## src/rtl/sar_pkg.sv

```systemverilog
package sar_pkg;
  localparam int RES_W = 10;
  localparam int CYC_W = 5;
  localparam logic [CYC_W-1:0] LEN_NORM = 5'd13;
  localparam logic [CYC_W-1:0] LEN_EXT  = 5'd25;
  localparam logic [CYC_W-1:0] SMP_NORM = 5'd1;
  localparam logic [CYC_W-1:0] SMP_EXT  = 5'd13;

  function automatic logic [15:0] pack_result(input logic [RES_W-1:0] r, input logic left);
    pack_result = left ? {r, {(16-RES_W){1'b0}}} : {{(16-RES_W){1'b0}}, r};
  endfunction
endpackage

```

## src/rtl/sar_prescaler.sv

```systemverilog
module sar_prescaler #(
  parameter int PS_W = 3
) (
  input  logic            clk_i,
  input  logic            rst_ni,
  input  logic            en_i,
  input  logic [PS_W-1:0] ps_i,
  output logic            tick_o,
  output logic            half_o
);
  localparam int CNT_W = (1 << PS_W) - 1;

  logic [CNT_W-1:0] cnt_q, lim, mid;
  logic [PS_W-1:0]  sel;

  always_comb begin
    sel    = (ps_i == '0) ? PS_W'(1) : ps_i;
    lim    = {CNT_W{1'b1}} >> (PS_W'(CNT_W) - sel);
    mid    = lim >> 1;
    tick_o = en_i & (cnt_q >= lim);
    half_o = en_i & (cnt_q == mid);
  end

  always_ff @(posedge clk_i or negedge rst_ni) begin
    if (!rst_ni)     cnt_q <= '0;
    else if (!en_i)  cnt_q <= '0;
    else if (tick_o) cnt_q <= '0;
    else             cnt_q <= cnt_q + CNT_W'(1);
  end
endmodule

```

## src/rtl/sar_ctrl.sv

```systemverilog
module sar_ctrl import sar_pkg::*; #(
  parameter int CH_W  = 3,
  parameter int REF_W = 2
) (
  input  logic             clk_i,
  input  logic             rst_ni,
  input  logic             en_i,
  input  logic             tick_i,
  input  logic             half_i,
  input  logic             start_i,
  input  logic             free_i,
  input  logic [REF_W-1:0] ref_i,
  input  logic [CH_W-1:0]  chan_i,
  input  logic             cmp_i,
  output logic             busy_o,
  output logic             sh_o,
  output logic             done_o,
  output logic [RES_W-1:0] sar_o,
  output logic [CH_W-1:0]  mux_o
);
  logic             act_q, start_q, par_q, ext_pend_q, ext_q;
  logic [CYC_W-1:0] cyc_q, idx, len, smp;
  logic [REF_W-1:0] ref_q;
  logic [CH_W-1:0]  chan_q, mux_q;
  logic [RES_W-1:0] sar_q, trial;
  logic [3:0]       bsel;
  logic             fin, diff_ok, begin_new, dec, chg;

  always_comb begin
    idx       = cyc_q + CYC_W'(1);
    len       = ext_q ? LEN_EXT : LEN_NORM;
    smp       = ext_q ? SMP_EXT : SMP_NORM;
    fin       = act_q & tick_i & (idx == len);
    diff_ok   = ~chan_i[CH_W-1] | ~par_q;
    begin_new = tick_i & start_q & (act_q ? (fin & free_i) : diff_ok);
    dec       = act_q & tick_i & ~fin & (idx >= smp + CYC_W'(2)) & (idx <= smp + CYC_W'(11));
    bsel      = 4'(smp + CYC_W'(11) - idx);
    trial     = RES_W'(1) << bsel;
    sh_o      = act_q & half_i & (cyc_q == smp);
    chg       = (ref_i != ref_q) | ((chan_i != chan_q) & chan_i[CH_W-1]);
  end

  always_ff @(posedge clk_i or negedge rst_ni) begin
    if (!rst_ni) begin
      act_q <= 1'b0; start_q <= 1'b0; par_q <= 1'b0; ext_pend_q <= 1'b1; ext_q <= 1'b0;
      cyc_q <= '0; ref_q <= '0; chan_q <= '0; mux_q <= '0; sar_q <= '0;
    end else if (!en_i) begin
      act_q <= 1'b0; start_q <= 1'b0; par_q <= 1'b0; ext_pend_q <= 1'b1;
      cyc_q <= '0; sar_q <= '0; ref_q <= ref_i; chan_q <= chan_i;
    end else begin
      ref_q  <= ref_i;
      chan_q <= chan_i;
      if (tick_i) par_q <= ~par_q;
      if (start_i)             start_q <= 1'b1;
      else if (fin && !free_i) start_q <= 1'b0;
      if (chg)            ext_pend_q <= 1'b1;
      else if (begin_new) ext_pend_q <= 1'b0;
      if (begin_new) begin
        act_q <= 1'b1;
        cyc_q <= '0;
        ext_q <= ext_pend_q;
        mux_q <= chan_i;
        sar_q <= '0;
      end else begin
        if (fin)                 act_q <= 1'b0;
        else if (act_q && tick_i) cyc_q <= idx;
        if (sh_o)     sar_q <= RES_W'(1) << (RES_W - 1);
        else if (dec) sar_q <= (cmp_i ? sar_q : (sar_q & ~trial)) | (trial >> 1);
      end
    end
  end

  assign busy_o = start_q;
  assign done_o = fin;
  assign sar_o  = sar_q;
  assign mux_o  = mux_q;
endmodule

```

## src/rtl/sar_result.sv

```systemverilog
module sar_result import sar_pkg::*; (
  input  logic             clk_i,
  input  logic             rst_ni,
  input  logic             done_i,
  input  logic [RES_W-1:0] res_i,
  input  logic             ladj_i,
  input  logic             rd_lo_i,
  input  logic             rd_hi_i,
  input  logic             flag_clr_i,
  output logic [7:0]       data_lo_o,
  output logic [7:0]       data_hi_o,
  output logic             flag_o
);
  logic        lock_q, flag_q;
  logic [15:0] data_q;

  always_ff @(posedge clk_i or negedge rst_ni) begin
    if (!rst_ni) begin
      lock_q <= 1'b0;
      flag_q <= 1'b0;
      data_q <= '0;
    end else begin
      if (rd_hi_i)      lock_q <= 1'b0;
      else if (rd_lo_i) lock_q <= 1'b1;
      if (done_i && !lock_q) data_q <= pack_result(res_i, ladj_i);
      if (done_i)          flag_q <= 1'b1;
      else if (flag_clr_i) flag_q <= 1'b0;
    end
  end

  assign data_lo_o = data_q[7:0];
  assign data_hi_o = data_q[15:8];
  assign flag_o    = flag_q;
endmodule

```

## src/rtl/sar_seq.sv

```systemverilog
module sar_seq import sar_pkg::*; #(
  parameter int PS_W  = 3,
  parameter int CH_W  = 3,
  parameter int REF_W = 2
) (
  input  logic             clk_i,
  input  logic             rst_ni,
  input  logic             en_i,
  input  logic             start_i,
  input  logic             free_i,
  input  logic [PS_W-1:0]  ps_i,
  input  logic [REF_W-1:0] ref_i,
  input  logic [CH_W-1:0]  chan_i,
  input  logic             ladj_i,
  input  logic             cmp_i,
  input  logic             rd_lo_i,
  input  logic             rd_hi_i,
  input  logic             flag_clr_i,
  output logic             tick_o,
  output logic             sh_o,
  output logic             busy_o,
  output logic [RES_W-1:0] dac_o,
  output logic [CH_W-1:0]  mux_o,
  output logic [7:0]       data_lo_o,
  output logic [7:0]       data_hi_o,
  output logic             flag_o
);
  logic tick, half, done;
  logic [RES_W-1:0] sar;

  sar_prescaler #(.PS_W(PS_W)) u_pre (
    .clk_i(clk_i), .rst_ni(rst_ni), .en_i(en_i), .ps_i(ps_i),
    .tick_o(tick), .half_o(half)
  );

  sar_ctrl #(.CH_W(CH_W), .REF_W(REF_W)) u_ctrl (
    .clk_i(clk_i), .rst_ni(rst_ni), .en_i(en_i), .tick_i(tick), .half_i(half),
    .start_i(start_i), .free_i(free_i), .ref_i(ref_i), .chan_i(chan_i), .cmp_i(cmp_i),
    .busy_o(busy_o), .sh_o(sh_o), .done_o(done), .sar_o(sar), .mux_o(mux_o)
  );

  sar_result u_res (
    .clk_i(clk_i), .rst_ni(rst_ni), .done_i(done), .res_i(sar), .ladj_i(ladj_i),
    .rd_lo_i(rd_lo_i), .rd_hi_i(rd_hi_i), .flag_clr_i(flag_clr_i),
    .data_lo_o(data_lo_o), .data_hi_o(data_hi_o), .flag_o(flag_o)
  );

  assign tick_o = tick;
  assign dac_o  = sar;
endmodule

```

## config.mk

```make
export PLATFORM = sky130hd
export DESIGN_NAME = sar_seq
export DESIGN_NICKNAME = d
export VERILOG_FILES = /design/src/rtl/sar_pkg.sv /design/src/rtl/sar_prescaler.sv /design/src/rtl/sar_ctrl.sv /design/src/rtl/sar_result.sv /design/src/rtl/sar_seq.sv
export SDC_FILE = /design/constraint.sdc
export NUM_CORES = 1
export LEC_CHECK = 0
export BUFFER_PORTS_ARGS = -buffer_cell sky130_fd_sc_hd__buf_4
export CORE_MARGIN = 5
export CORE_UTILIZATION = 52
export CTS_CLUSTER_DIAMETER = 40
export DETAILED_ROUTE_END_ITERATION = 7
export PLACE_DENSITY = 0.78
export SYNTH_ARGS = -nofsm -noshare
export SYNTH_HDL_FRONTEND = slang
export SYNTH_SLANG_ARGS = --single-unit
```

## constraint.sdc

```tcl
create_clock -name clk_i -period 3.4 [get_ports clk_i]
set_input_delay 1.02 -clock clk_i [delete_from_list [all_inputs] [get_ports clk_i]]
set_output_delay 1.02 -clock clk_i [all_outputs]
set_load 0.02 [all_outputs]
```

### Word level (Yosys, flattened, before mapping)

Index checks and enable logic that the tools add are counted.

* flip-flop bits (word level): 53
* input port bits: 18
* logic and storage cells: 99

* add/sub/neg operators: 6
* magnitude comparators: 3
* equality and inequality tests: 12
* shifts and indexed selects: 2
* muxes and demuxes: 31
* bitwise logic cells: 21
* reduce and logical (&&, ||, !) cells: 10

Operator list (count)
* 10-bit 2-to-1 mux: 5
* 5-bit 2-to-1 mux: 5
* 1-bit 2-to-1 mux: 16
* 16-bit 2-to-1 mux: 1
* 7-bit 2-to-1 mux: 2
* 1-bit bitwise AND: 13
* 3-bit by 1-bit inequality test with 1-bit output, second input constant: 4
* 10-bit bitwise AND: 1
* 5-bit == test: 2
* 10-bit inverter: 1
* 10-bit by 9-bit OR with 10-bit output: 1
* 1-bit by 4-bit left shift with 10-bit output, first input constant: 1
* 7-bit by 1-bit adder with 7-bit output, second input constant: 1
* 7-bit by 6-bit == test with 1-bit output: 1
* 7-bit >= comparator: 1
* 7-bit by 3-bit >> shifter with 7-bit output, first input constant: 1
* 4-bit by 4-bit adder with 5-bit output, second input constant: 1
* 5-bit by 1-bit adder with 5-bit output, second input constant: 1
* 5-bit by 2-bit adder with 5-bit output, second input constant: 1
* 5-bit >= comparator: 1
* 5-bit <= comparator: 1
* 4-bit 2-to-1 mux: 1
* 4-bit by 1-bit inequality test with 1-bit output, second input constant: 1
* 2-bit AND reduction: 2
* 13 further kinds: 20

### Depth between registers and ports, before layout

Gate-level depths: netlist of the first run.

* depth in word-level cells: 16
* gate-level depth with buffers: 10
* mapped depth without buffers: 10

### Cells and area by module

A second synthesis of the first run with hierarchy kept.

* cells, all modules: 329
* area total of the unflattened synthesis: 3329.4 sq um

By module, submodules not included
* sar_ctrl: instances 1, cells an instance 195, area each 1838.0 sq um, sequential area each 701.9 sq um
* sar_result: instances 1, cells an instance 65, area each 849.6 sq um, sequential area each 450.4 sq um
* sar_prescaler: instances 1, cells an instance 69, area each 641.9 sq um, sequential area each 175.2 sq um

### Least setup slack after synthesis of the first run

No wires, ideal clock.

* kind: input to output
* start: input ps_i[2]
* end: output tick_o
* arrival time: 2.539 ns
* data required time: 2.380 ns
* slack: -0.159 ns
* cell stages on the path: 7
* buffers on the path: 1
* cells stage by stage: clkbuf_1 -> nand2_1 -> ha_1 -> a21o_1 -> a221oi_1 -> o21a_1 -> nor2_1

* word-level cells in the longest chain between the ends: 6

RTL lines
* from (decl): RTL line sar_seq.sv:11 `input logic [PS_W-1:0] ps_i,`
* 3-bit zero test: RTL line sar_prescaler.sv:17 `sel = (ps_i == '0) ? PS_W'(1) : ps_i;`
* 3-bit 2-to-1 mux *: RTL line sar_prescaler.sv:17
* 3-bit subtractor *: RTL line sar_prescaler.sv:18 `lim = {CNT_W{1'b1}} >> (PS_W'(CNT_W) - sel);`
* 7-bit by 3-bit >> shifter with 7-bit output *: RTL line sar_prescaler.sv:18
* 7-bit >= comparator *: RTL line sar_prescaler.sv:20 `tick_o = en_i & (cnt_q >= lim);`
* 1-bit bitwise AND *: RTL line sar_prescaler.sv:20
* to (decl): RTL line sar_seq.sv:19 `output logic tick_o,`

Every way passes the cells marked *; elsewhere a longest branch is shown, timed or not.

### Worst setup path in the final report of the first run

* start: input ps_i[1]
* end: output tick_o

Same word-level chain as after synthesis.

==> results of run 1 <==
[power groups by stage]
| stage | clock network [mW] | logic (mW) | registers, mW |
|---|---|---|---|
| after global placement | 0 | 0.233 | 0.684 |
| final | 0.377 | 0.258 | 0.675 |
| after CTS | 0.387 | 0.242 | 0.673 |
| after detailed placement | 0 | 0.241 | 0.684 |
| after global routing | 0.408 | 0.290 | 0.678 |
| after floorplan | 0 | 0.145 | 0.690 |
[stage by stage]
step | worst slack, ns | TNS [ns] | cells
final | 0.0329 | 0 | 462
after global routing | -0.0311 | -0.0439 | 462
after CTS | 0.0129 | 0 | 461
after detailed placement | -0.0392 | -0.0654 | 453
after global placement | -0.0530 | -0.0530 | 453
after floorplan | 0.0339 | 0 | 326
[worst paths after layout]
path,endpoint,slack [ns],cells after the start
setup / recovery,tick_o,0.03,8
min in group asynchronous,u_res.data_q[15],0.71,1
hold / removal,u_res.data_q[9],0.50,1
hold reg to reg,u_res.data_q[9],0.50,1
max in group asynchronous,u_ctrl.busy_o,2.23,1
setup reg to reg,u_ctrl.sar_o[2],0.31,10
[timing repair]
| item | CTS | global route |
|---|---|---|
| setup endpoints to repair | 2 | 9 |
| hold endpoints to repair | 0 | 0 |
| pin swaps | 0 | 7 |
| setup buffers | 0 | 1 |
| resized for setup | 2 | 18 |
[area by class of cell]
cell class,instances,area share
Clock buffer,5,0.0174
Clock inverter,3,0.00664
Inverter,27,0.0256
Multi-Input combinational cell,234,0.468
Sequential cell,53,0.335
Tap cell,77,0.0243
Timing Repair Buffer,63,0.122
[layer usage]
| layer | wire length, um | part of all wire | global-route usage |
|---|---|---|---|
| met3 | 440 | 0.058 | 0.0461 |
| met4 | 65 | 0.0086 | 0.0406 |
| met2 | 3730 | 0.49 | 0.329 |
| met1 | 3360 | 0.44 | 0.279 |
| met5 | 0 | 0 | 0 |
[kinds of logic (layout without fill, tap and decap cells)]
kind of cell / Yosys count / in the layout
and+or+nand+nor: 113 / 113
adders and majority gates: 20 / 20
AOI/OAI and AO/OA: 56 / 56
other: 1 / 1
buffers and inverters: 39 / 98
DFF: 53 / 53
muxes: 25 / 25
xor gates and xnor gates: 19 / 19
[synthesized netlist by cell type, types with 4 or more instances]
master	count
nand3_1	16
dfrtp_1	52
mux2i_1	8
nand2b_1	5
nand2_1	25
a21oi_1	7
o221ai_1	5
nor3_1	7
clkbuf_1	4
inv_1	27
mux2_2	14
xnor2_1	12
nor2b_1	4
xor2_1	7
o211ai_1	4
ha_1	20
nand4_1	7
nor2_1	22
o21ai_0	10
[state kept, by name, indices dropped and copies added, names as in the netlist]
register	cells
u_res.data_q	16
u_ctrl.sar_o	10
u_pre.cnt_q	7
u_ctrl.cyc_q	5
u_ctrl.chan_q	3
u_ctrl.mux_o	3
u_ctrl.ref_q	2
u_ctrl.act_q	1
u_ctrl.busy_o	1
u_ctrl.ext_pend_q	1
u_ctrl.ext_q	1
u_ctrl.par_q	1
u_res.flag_o	1
u_res.lock_q	1
==> flow_summary.yaml, run 1 <==
outcome:
  status: "finished, final reports clean"
power:
  combPwrFrac: 0.197
  total_power_mw: 1.31
  power.leakage_nw: 1.80
  switching_share: 0.305
  cellPowerDensity_nw_per_um2: 331
  pwr-share-clk: 0.288
  sequentialPowerShare: 0.515
  p_int_uw: 911
  peakVddDrop_mv: 0.337
  p_switching_uw: 399
synth:
  synth_compound_area_frac: 0.129
  synth.area.top_cells: "dfrtp_1, ha_1, mux2_2"
  synth_top_family_by_area: "simple AND/OR/NAND/NOR gates"
  yosys-mux-area-fraction: 0.0840
  yosys.area_share.adder: 0.0763
  yosys.area_share.simple: 0.196
  ys.flop_type: "dfrtp_1"
  syn_nets: 364
  ys_seq_elements: 53
  async_flop_share: 1.00
  synth_edf_count: 0
  syn_area_per_cell_um2: 10.1
  yosysUniqueCellTypes: 69
  yosysSeqAreaShare: 0.405
  synth_top_area_share: 0.397
  yosys.area.top_type: "dfrtp_1"
  netlist_area_um2: 3280
  synth_cells: 326
  yosys_warnings: 0
  synth_xor_area_frac: 0.0508
grt:
  grt_pass1_vias: 2719
  grt_first_pass_wirelength_um: 12800
  grt_overflow: 0
  antenna_found_initial: 0
  grtUsageTotal: 0.203
  grt_max_degree: 54
place:
  dp_hpwl_um: 5530
  gp_congestion: 0.928
  dpl_cell_area_um2: 3750
  io_buffers: 50
clock_tree:
  cts_root_buffer: "clkbuf_8"
  cts.sinks: 53
  numCtsBuffers: 5
  cts-htree-levels: 2
  clkLatencyLatePin_ns: 0.32
  clkSlewWorstSetupHoldPaths_ns: 0.11
  cts-hold-fix-buffers: 0
  cts_tree: "done"
  clock_path_buffers: 2
route:
  drtAntennaViolNets: 0
  drc: 0
  dr.pass1.iters: 4
  drtIter0Drc: 230
  drt_wl_total_um: 7600
  vias: 2685
  routedWlPerCell_um: 16.4
  viasPerCell: 5.81
timing:
  hold_viol_final: 0
  drv_slew: 0
  fin_skew_ns: 0.0126
  timing.fmax_mhz: 297
  relSlewSlack: 0.559
  timing.final.crit_share: 0.990
  setup_violations: 0
  holdWs_ns: 0.502
  tightestPinTransition_ns: 0.661
  min_period_ns: 3.37
setup_path:
  worstPathMaxFanout: 8
  crit_buf_inv: 3
  startpoint: "ps_i[1]"
  path_cells: "buf_4 -> buf_6 -> a21oi_4 -> ha_2 -> o211ai_1 -> o21a_2 -> nor2_2 -> buf_6"
  max_stage_delay_ns: 0.29
  arrival_ns: 2.35
  start_kind: "primary input"
  worstPathRequired_ns: 2.38
  cp_top_family: "compound AO/OA/AOI/OAI gates"
  path_common_cell: "buf_6"
  path_class: "primary input to primary output"
  r2r_start: "u_ctrl.cyc_q[0]"
  critPathSlowestCell: "ha_2"
  end_kind: "primary output"
cells_and_area:
  fin_util: 0.634
  final_cell_mix: "buf_4, dfrtp_1, inv_1, nand2_1, nor2_1"
  drive_gt1_frac: 0.301
  fillCellCount: 500
  regArea_um2: 1330
  syn_to_final_growth_pct: 20.8
  diodes: 0
  multi_input_area_um2: 1850
  final_area_um2: 3960
  nets: 422
  final_common_cell: "buf_4"
die:
  pin_count: 51
  core-area_um2: 6240
  die_height_um: 89.4
  num_rows: 29
  die_w_um: 89.4
  start_util: 0.525
  die_area_um2: 7990
worst_hold_path:
  hp-class: "register to register"
  min_from: "u_res.data_q[9]"
job:
  maxCapViolations: 0
Power figures use the tool's default switching activity.
==> run 2: changes to the inputs <==
SYNTH_HIERARCHICAL = 1   (was not set)
==> run 2 against run 1 <==
Compared with the run above: sequential power down 1%; flip-flop and latch count unchanged; count of clock-buffer cells in the layout unchanged; global-route usage down 2.9 points; via count up 0.48%; cell count up 0.87%; critical endpoint unchanged; die area up 1.4%; hold slack worse by 0.0058 ns.
==> flow_summary.yaml, run 2 <==
grt:
  grt_max_degree: 54
  grt_first_pass_wirelength_um: 11900
  antenna_found_initial: 0
  grt_overflow: 0
  grtUsageTotal: 0.173
  grt_pass1_vias: 2598
cells_and_area:
  final_cell_mix: "buf_4, dfrtp_1, nand2_1, nor2_1, inv_1"
  drive_gt1_frac: 0.283
  largest_register_ffs: 16
  diodes: 0
  largest_register: "u_res/data_q"
  fin_cells: 466
  nets: 426
  syn_to_final_growth_pct: 19.6
  final_common_cell: "buf_4"
synth:
  synth_most_common_cell: "dfrtp_1"
  synth_common_cells: "dfrtp_1, nand2_1, nor2_1, ha_1, inv_1"
  synth_edf_count: 0
  synth_cells: 329
  synth_top_area_share: 0.391
  syn_area_per_cell_um2: 10.1
  ys_seq_elements: 53
  yosys.area.top_type: "dfrtp_1"
  yosysSeqAreaShare: 0.399
  yosys_warnings: 6
  yosysUniqueCellTypes: 61
  netlist_area_um2: 3330
  synth.area.top_cells: "dfrtp_1, ha_1, mux2_2"
  ys.flop_type: "dfrtp_1"
  syn_nets: 367
  async_flop_share: 1.00
clock_tree:
  cts-htree-levels: 2
  cts_tree: "done"
  cts.sinks: 53
  clkLatencyLatePin_ns: 0.31
  clock_path_buffers: 2
  clkSlewWorstSetupHoldPaths_ns: 0.09
  numCtsBuffers: 5
  cts-hold-fix-buffers: 0
  cts_root_buffer: "clkbuf_8"
power:
  switching_share: 0.288
  power.leakage_nw: 1.86
  cellPowerDensity_nw_per_um2: 316
  peakVddDrop_mv: 0.335
  pwr-share-clk: 0.293
  p_int_uw: 895
  sequentialPowerShare: 0.531
  p_switching_uw: 362
  combPwrFrac: 0.175
route:
  drc: 0
  drt_wl_total_um: 7150
  drtIter0Drc: 178
  viasPerCell: 5.79
  routedWlPerCell_um: 15.3
  drtAntennaViolNets: 0
  dr.pass1.iters: 5
  vias: 2698
place:
  post-place-ws_ns: -0.0241
  place_inst: 457
  io_buffers: 50
  gp_congestion: 0.966
  dp_hpwl_um: 5330
worst_hold_path:
  hold_depth: 1
  min_from: "u_res/flag_o"
  hp-class: "register to register"
  whs_endpoint: "u_res/flag_o"
job:
  maxCapViolations: 0
setup_path:
  start_kind: "primary input"
  worstPathRequired_ns: 2.38
  cp_top_family: "compound AO/OA/AOI/OAI gates"
  path_common_cell: "buf_4"
  r2r_start: "u_ctrl/cyc_q[0]"
  path_class: "primary input to primary output"
  end_kind: "primary output"
  max_stage_delay_ns: 0.30
  reg2reg_depth: 10
  r2r_slack_ns: 0.31
  r2r_end: "u_ctrl/sar_o[8]"
  path_cells: "buf_4 -> nand2_1 -> ha_1 -> a21o_1 -> a21oi_2 -> o31ai_2 -> and2_4 -> buf_4"
  worstPathMaxFanout: 8
  critPathSlowestCell: "ha_1"
  arrival_ns: 2.34
  crit_buf_inv: 2
timing:
  timing.fmax_mhz: 298
  hold_viol_final: 0
  tightestPinTransition_ns: 0.656
  setup_violations: 0
  fin_ws_ns: 0.0413
  timing.final.crit_share: 0.988
  relSlewSlack: 0.563
  drv_slew: 0
  fin_skew_ns: 0.0113
  min_period_ns: 3.36
die:
  pin_count: 51
  core-area_um2: 6280
  die_w_um: 90.0
  die_area_um2: 8100
  start_util: 0.530
  die_height_um: 90.0
  num_rows: 29
outcome:
  status: "finished, final reports clean"
==> run 2: changes by cell type after synthesis, moves of 5 or more <==
cell,delta
nand3_1,-7
nor2b_1,+10
inv_1,-8
o221ai_1,-5
mux2_2,-5
nor4_1,+9
mux2_4,+5
o22ai_1,+10
==> run 2: worst reg2reg max path, delay by kind of cell, from the launching register on <==
| family | cells | cell delay, ns |
|---|---|---|
| AO/OA/AOI/OAI | 2 | 0.41 |
| AND/OR/NAND/NOR | 3 | 0.76 |
| multiplexers | 1 | 0.27 |
| buffers and inverters | 1 | 0.23 |
| XOR/XNOR | 1 | 0.25 |
| flip-flops | 1 | 0.36 |
| adder cells (fa/ha/maj) | 2 | 0.68 |
==> run 2: metrics by stage <==
stage	instance area, um2	utilization	hold WS, ns	power [mW]	setup TNS [ns]
after floorplan	3340	-	0.501	0.808	0
after CTS	3920	0.625	0.505	1.26	0
after global placement	3830	0.610	0.481	0.881	0
after detailed placement	3830	0.610	0.483	0.888	-0.0353
after global routing	3980	0.634	0.528	1.32	-0.0212
final	3980	0.634	0.497	1.26	0
==> run 2: cell type report <==
type	instances	area (um2)
clock buffers	5	68.8
clock inverters	3	25.0
fillers	529	2290
well taps	77	96.3
multi-input cells	240	1860
repair buffers	68	527
flip-flops and latches	53	1330
inverters	20	75.1
==> run 2: routing by layer <==
layer  part of all wire  vias up  track usage
li1                   -     1273            -
met1               0.41     1326        0.210
met2               0.51       85        0.296
met3              0.055       14       0.0459
met4              0.022        0       0.0620
met5                  0        -            0
==> run 2: how the worst max path moves through the flow <==
| stage | slack, ns | endpoint | depth (start not counted) | startpoint |
|---|---|---|---|---|
| global placement | 0.05 | sh_o | 8 | ps_i[2] |
| floorplan | 0.002 | u_ctrl/sar_o[2] | 13 | ps_i[2] |
| detailed placement | -0.02 | u_ctrl/sar_o[8] | 13 | ps_i[1] |
| finish | 0.04 | tick_o | 8 | ps_i[1] |
| global route | -0.02 | tick_o | 8 | ps_i[1] |
| CTS | 0.0009 | tick_o | 7 | ps_i[2] |
==> run 2: cell families after synthesis <==
kind of cell | synth area share
AOI/OAI and AO/OA | 0.138
xor gates and xnor gates | 0.0575
adders and majority gates | 0.0752
buffers and inverters | 0.0582
DFF | 0.399
muxes | 0.0921
other | 0.00113
and+or+nand+nor | 0.180
==> run 2: timing repair <==
action | 4_1_cts | 5_1_grt
setup buffers | 0 | 1
hold endpoints to repair | 0 | 0
endpoints found under the setup margin | 0 | 2
resized for setup | 0 | 10
==> run 2: power by group through the flow <==
stage | Clock [mW] | Combinational [mW] | Sequential (mW)
floorplan | 0 | 0.129 | 0.679
global placement | 0 | 0.203 | 0.678
detailed placement | 0 | 0.209 | 0.679
CTS | 0.383 | 0.209 | 0.667
global route | 0.405 | 0.247 | 0.671
finish | 0.369 | 0.220 | 0.668
==> run 3: changes to the inputs <==
--- a/config.mk
+++ b/config.mk
@@ -6,4 +6,5 @@
 export NUM_CORES = 1
 export LEC_CHECK = 0
+export ABC_AREA = 1
 export BUFFER_PORTS_ARGS = -buffer_cell sky130_fd_sc_hd__buf_4
 export CORE_MARGIN = 5
==> constraint.sdc (replaced) <==
create_clock -name clk_i -period 3.4 [get_ports clk_i]
set_input_delay 1.02 -clock clk_i [delete_from_list [all_inputs] [get_ports clk_i]]
set_output_delay 1.02 -clock clk_i [all_outputs]
set_load 0.05 [all_outputs]
==> run 3 against run 2 <==
Compared with the run above: maximum frequency grew 1.5%; register-to-register slack gained 0.30 ns; clock skew shrank 0.0034 ns; flip-flop and latch count is the same; first-iteration DRC count shrank 12%.
==> flow_summary.yaml, run 3 <==
grt:
  grtUsageTotal: 0.188
  grt_max_degree: 54
  grt_first_pass_wirelength_um: 13200
  antenna_found_initial: 0
  grt_overflow: 0
  grt_pass1_vias: 2913
route:
  vias: 3007
  drtIter0Drc: 156
  routedWlPerCell_um: 13.2
  dr.pass1.iters: 5
  drc: 0
  drt_wl_total_um: 7590
  viasPerCell: 5.23
  drtAntennaViolNets: 0
die:
  num_rows: 29
  start_util: 0.532
  core-area_um2: 6310
  die_height_um: 90.3
  die_area_um2: 8160
  pin_count: 51
  die_w_um: 90.3
timing:
  setup_violations: 0
  min_period_ns: 3.31
  drv_slew: 0
  relSlewSlack: 0.555
  timing.final.crit_share: 0.973
  grt_setup_unrepaired: "no"
  fin_setup_tns_ns: 0
  timing.fmax_mhz: 302
  fin_skew_ns: 0.00788
  tightestPinTransition_ns: 0.667
  hold_viol_final: 0
cells_and_area:
  drive_gt1_frac: 0.219
  final_cell_mix: "nand2_1, buf_4, inv_1, dfrtp_1, nor2_1"
  syn_to_final_growth_pct: 18.9
  nets: 535
  final_common_cell: "nand2_1"
  largest_register_ffs: 16
  diodes: 0
  largest_register: "u_res/data_q"
  fin_util: 0.632
  fillCellCount: 582
setup_path:
  worstPathRequired_ns: 2.38
  path_class: "primary input to primary output"
  worstPathMaxFanout: 4
  arrival_ns: 2.29
  startpoint: "ps_i[2]"
  end_kind: "primary output"
  start_kind: "primary input"
  r2r_start: "u_ctrl/cyc_q[0]"
clock_tree:
  cts-htree-levels: 2
  clock_path_buffers: 2
  cts_root_buffer: "clkbuf_8"
  cts-hold-fix-buffers: 0
  clkSlewWorstSetupHoldPaths_ns: 0.10
  cts_tree: "done"
  clkLatencyLatePin_ns: 0.31
  numCtsBuffers: 5
  cts.sinks: 53
synth:
  syn_area_per_cell_um2: 7.63
  synth.area.top_cells: "dfrtp_1, nand2_1, ha_1"
  synth_top_area_share: 0.388
  ys_seq_elements: 53
  synth_common_cells: "nand2_1, dfrtp_1, inv_1, nor2_1, nand3_1"
  synth_cells: 440
  yosysUniqueCellTypes: 39
  yosys_warnings: 6
  async_flop_share: 1.00
  synth_most_common_cell: "nand2_1"
  netlist_area_um2: 3360
  syn_nets: 478
  synth_edf_count: 0
  ys.flop_type: "dfrtp_1"
  yosys.area.top_type: "dfrtp_1"
  yosysSeqAreaShare: 0.396
place:
  dp_hpwl_um: 5750
  gp_congestion: 0.896
  io_buffers: 50
power:
  p_switching_uw: 437
  power.leakage_nw: 2.07
  sequentialPowerShare: 0.509
  combPwrFrac: 0.213
  pwr-share-clk: 0.278
  cellPowerDensity_nw_per_um2: 334
  p_int_uw: 896
  switching_share: 0.328
  peakVddDrop_mv: 0.212
worst_hold_path:
  hp-class: "register to register"
  min_from: "u_ctrl/par_q"
outcome:
  status: "finished, final reports clean"
job:
  maxCapViolations: 0
==> run 3: power by group through the flow <==
stage	logic [mW]	clock network, mW	registers [mW]
final	0.284	0.370	0.679
after global placement	0.269	0	0.691
after global routing	0.318	0.406	0.682
after CTS	0.277	0.386	0.678
after floorplan	0.158	0	0.720
after detailed placement	0.276	0	0.690
==> run 3: path summary, 6_finish.rpt <==
path | to | slack, ns | depth (start not counted)
max | tick_o | 0.09 | 10
min | u_ctrl/par_q | 0.49 | 1
max reg2reg | u_ctrl/sar_o[4] | 0.61 | 12
min reg2reg | u_ctrl/par_q | 0.49 | 1
max in group asynchronous | u_pre/cnt_q[2] | 2.22 | 1
min in group asynchronous | u_res/lock_q | 0.72 | 1
==> run 3: critical path, cell delays in order <==
cell	delay [ns]
buf_4	0.12
nand2_2	0.10
nand2_2	0.07
inv_1	0.10
ha_4	0.22
nand2_1	0.07
nand2_1	0.07
a21oi_2	0.23
a31oi_4	0.13
buf_6	0.17
==> run 3: logic make-up (layout without fill, tap and decap cells) <==
family | count (synthesis) | in the layout | share of synthesized area
DFF | 53 | 53 | 0.396
and+or+nand+nor | 252 | 252 | 0.348
xor gates and xnor gates | 7 | 7 | 0.0183
AOI/OAI and AO/OA | 45 | 45 | 0.0805
adders and majority gates | 20 | 20 | 0.0746
buffers and inverters | 62 | 120 | 0.0820
other | 1 | 1 | 0.00112
==> run 3: final cells by class <==
type / instances / area, um2 / share of cell area
Clock buffer: 5 / 68.8 / 0.0173
Clock inverter: 3 / 25.0 / 0.00627
Inverter: 54 / 203 / 0.0508
Multi-Input combinational cell: 325 / 1800 / 0.451
Sequential cell: 53 / 1330 / 0.333
Tap cell: 77 / 96.3 / 0.0242
Timing Repair Buffer: 58 / 468 / 0.117
==> run 3: routing by layer <==
layer,track usage,up-vias,routed length [um]
li1,-,1518,-
met1,0.253,1394,3460
met2,0.310,85,3660
met3,0.0358,10,399
met4,0.0521,0,70
met5,0,-,0
==> run 3: stage by stage <==
step / hold slack, ns / cells / power (mW) / setup WS, ns / instance area [um2]
floorplan: 0.437 / 440 / 0.878 / 0.141 / 3370
global placement: 0.449 / 566 / 0.959 / 0.0351 / 3850
detailed placement: 0.469 / 566 / 0.966 / 0.00406 / 3850
CTS: 0.493 / 574 / 1.34 / 0.0221 / 3950
global route: 0.519 / 575 / 1.41 / 0.00247 / 3990
finish: 0.487 / 575 / 1.33 / 0.0905 / 3990
==> run 3: timing repair <==
action,CTS,global route
setup buffers,0,1
gates resized for setup,1,8
endpoints found under the hold margin,0,0
endpoints found under the setup margin,1,2
cloned,0,0
pin swaps,0,3
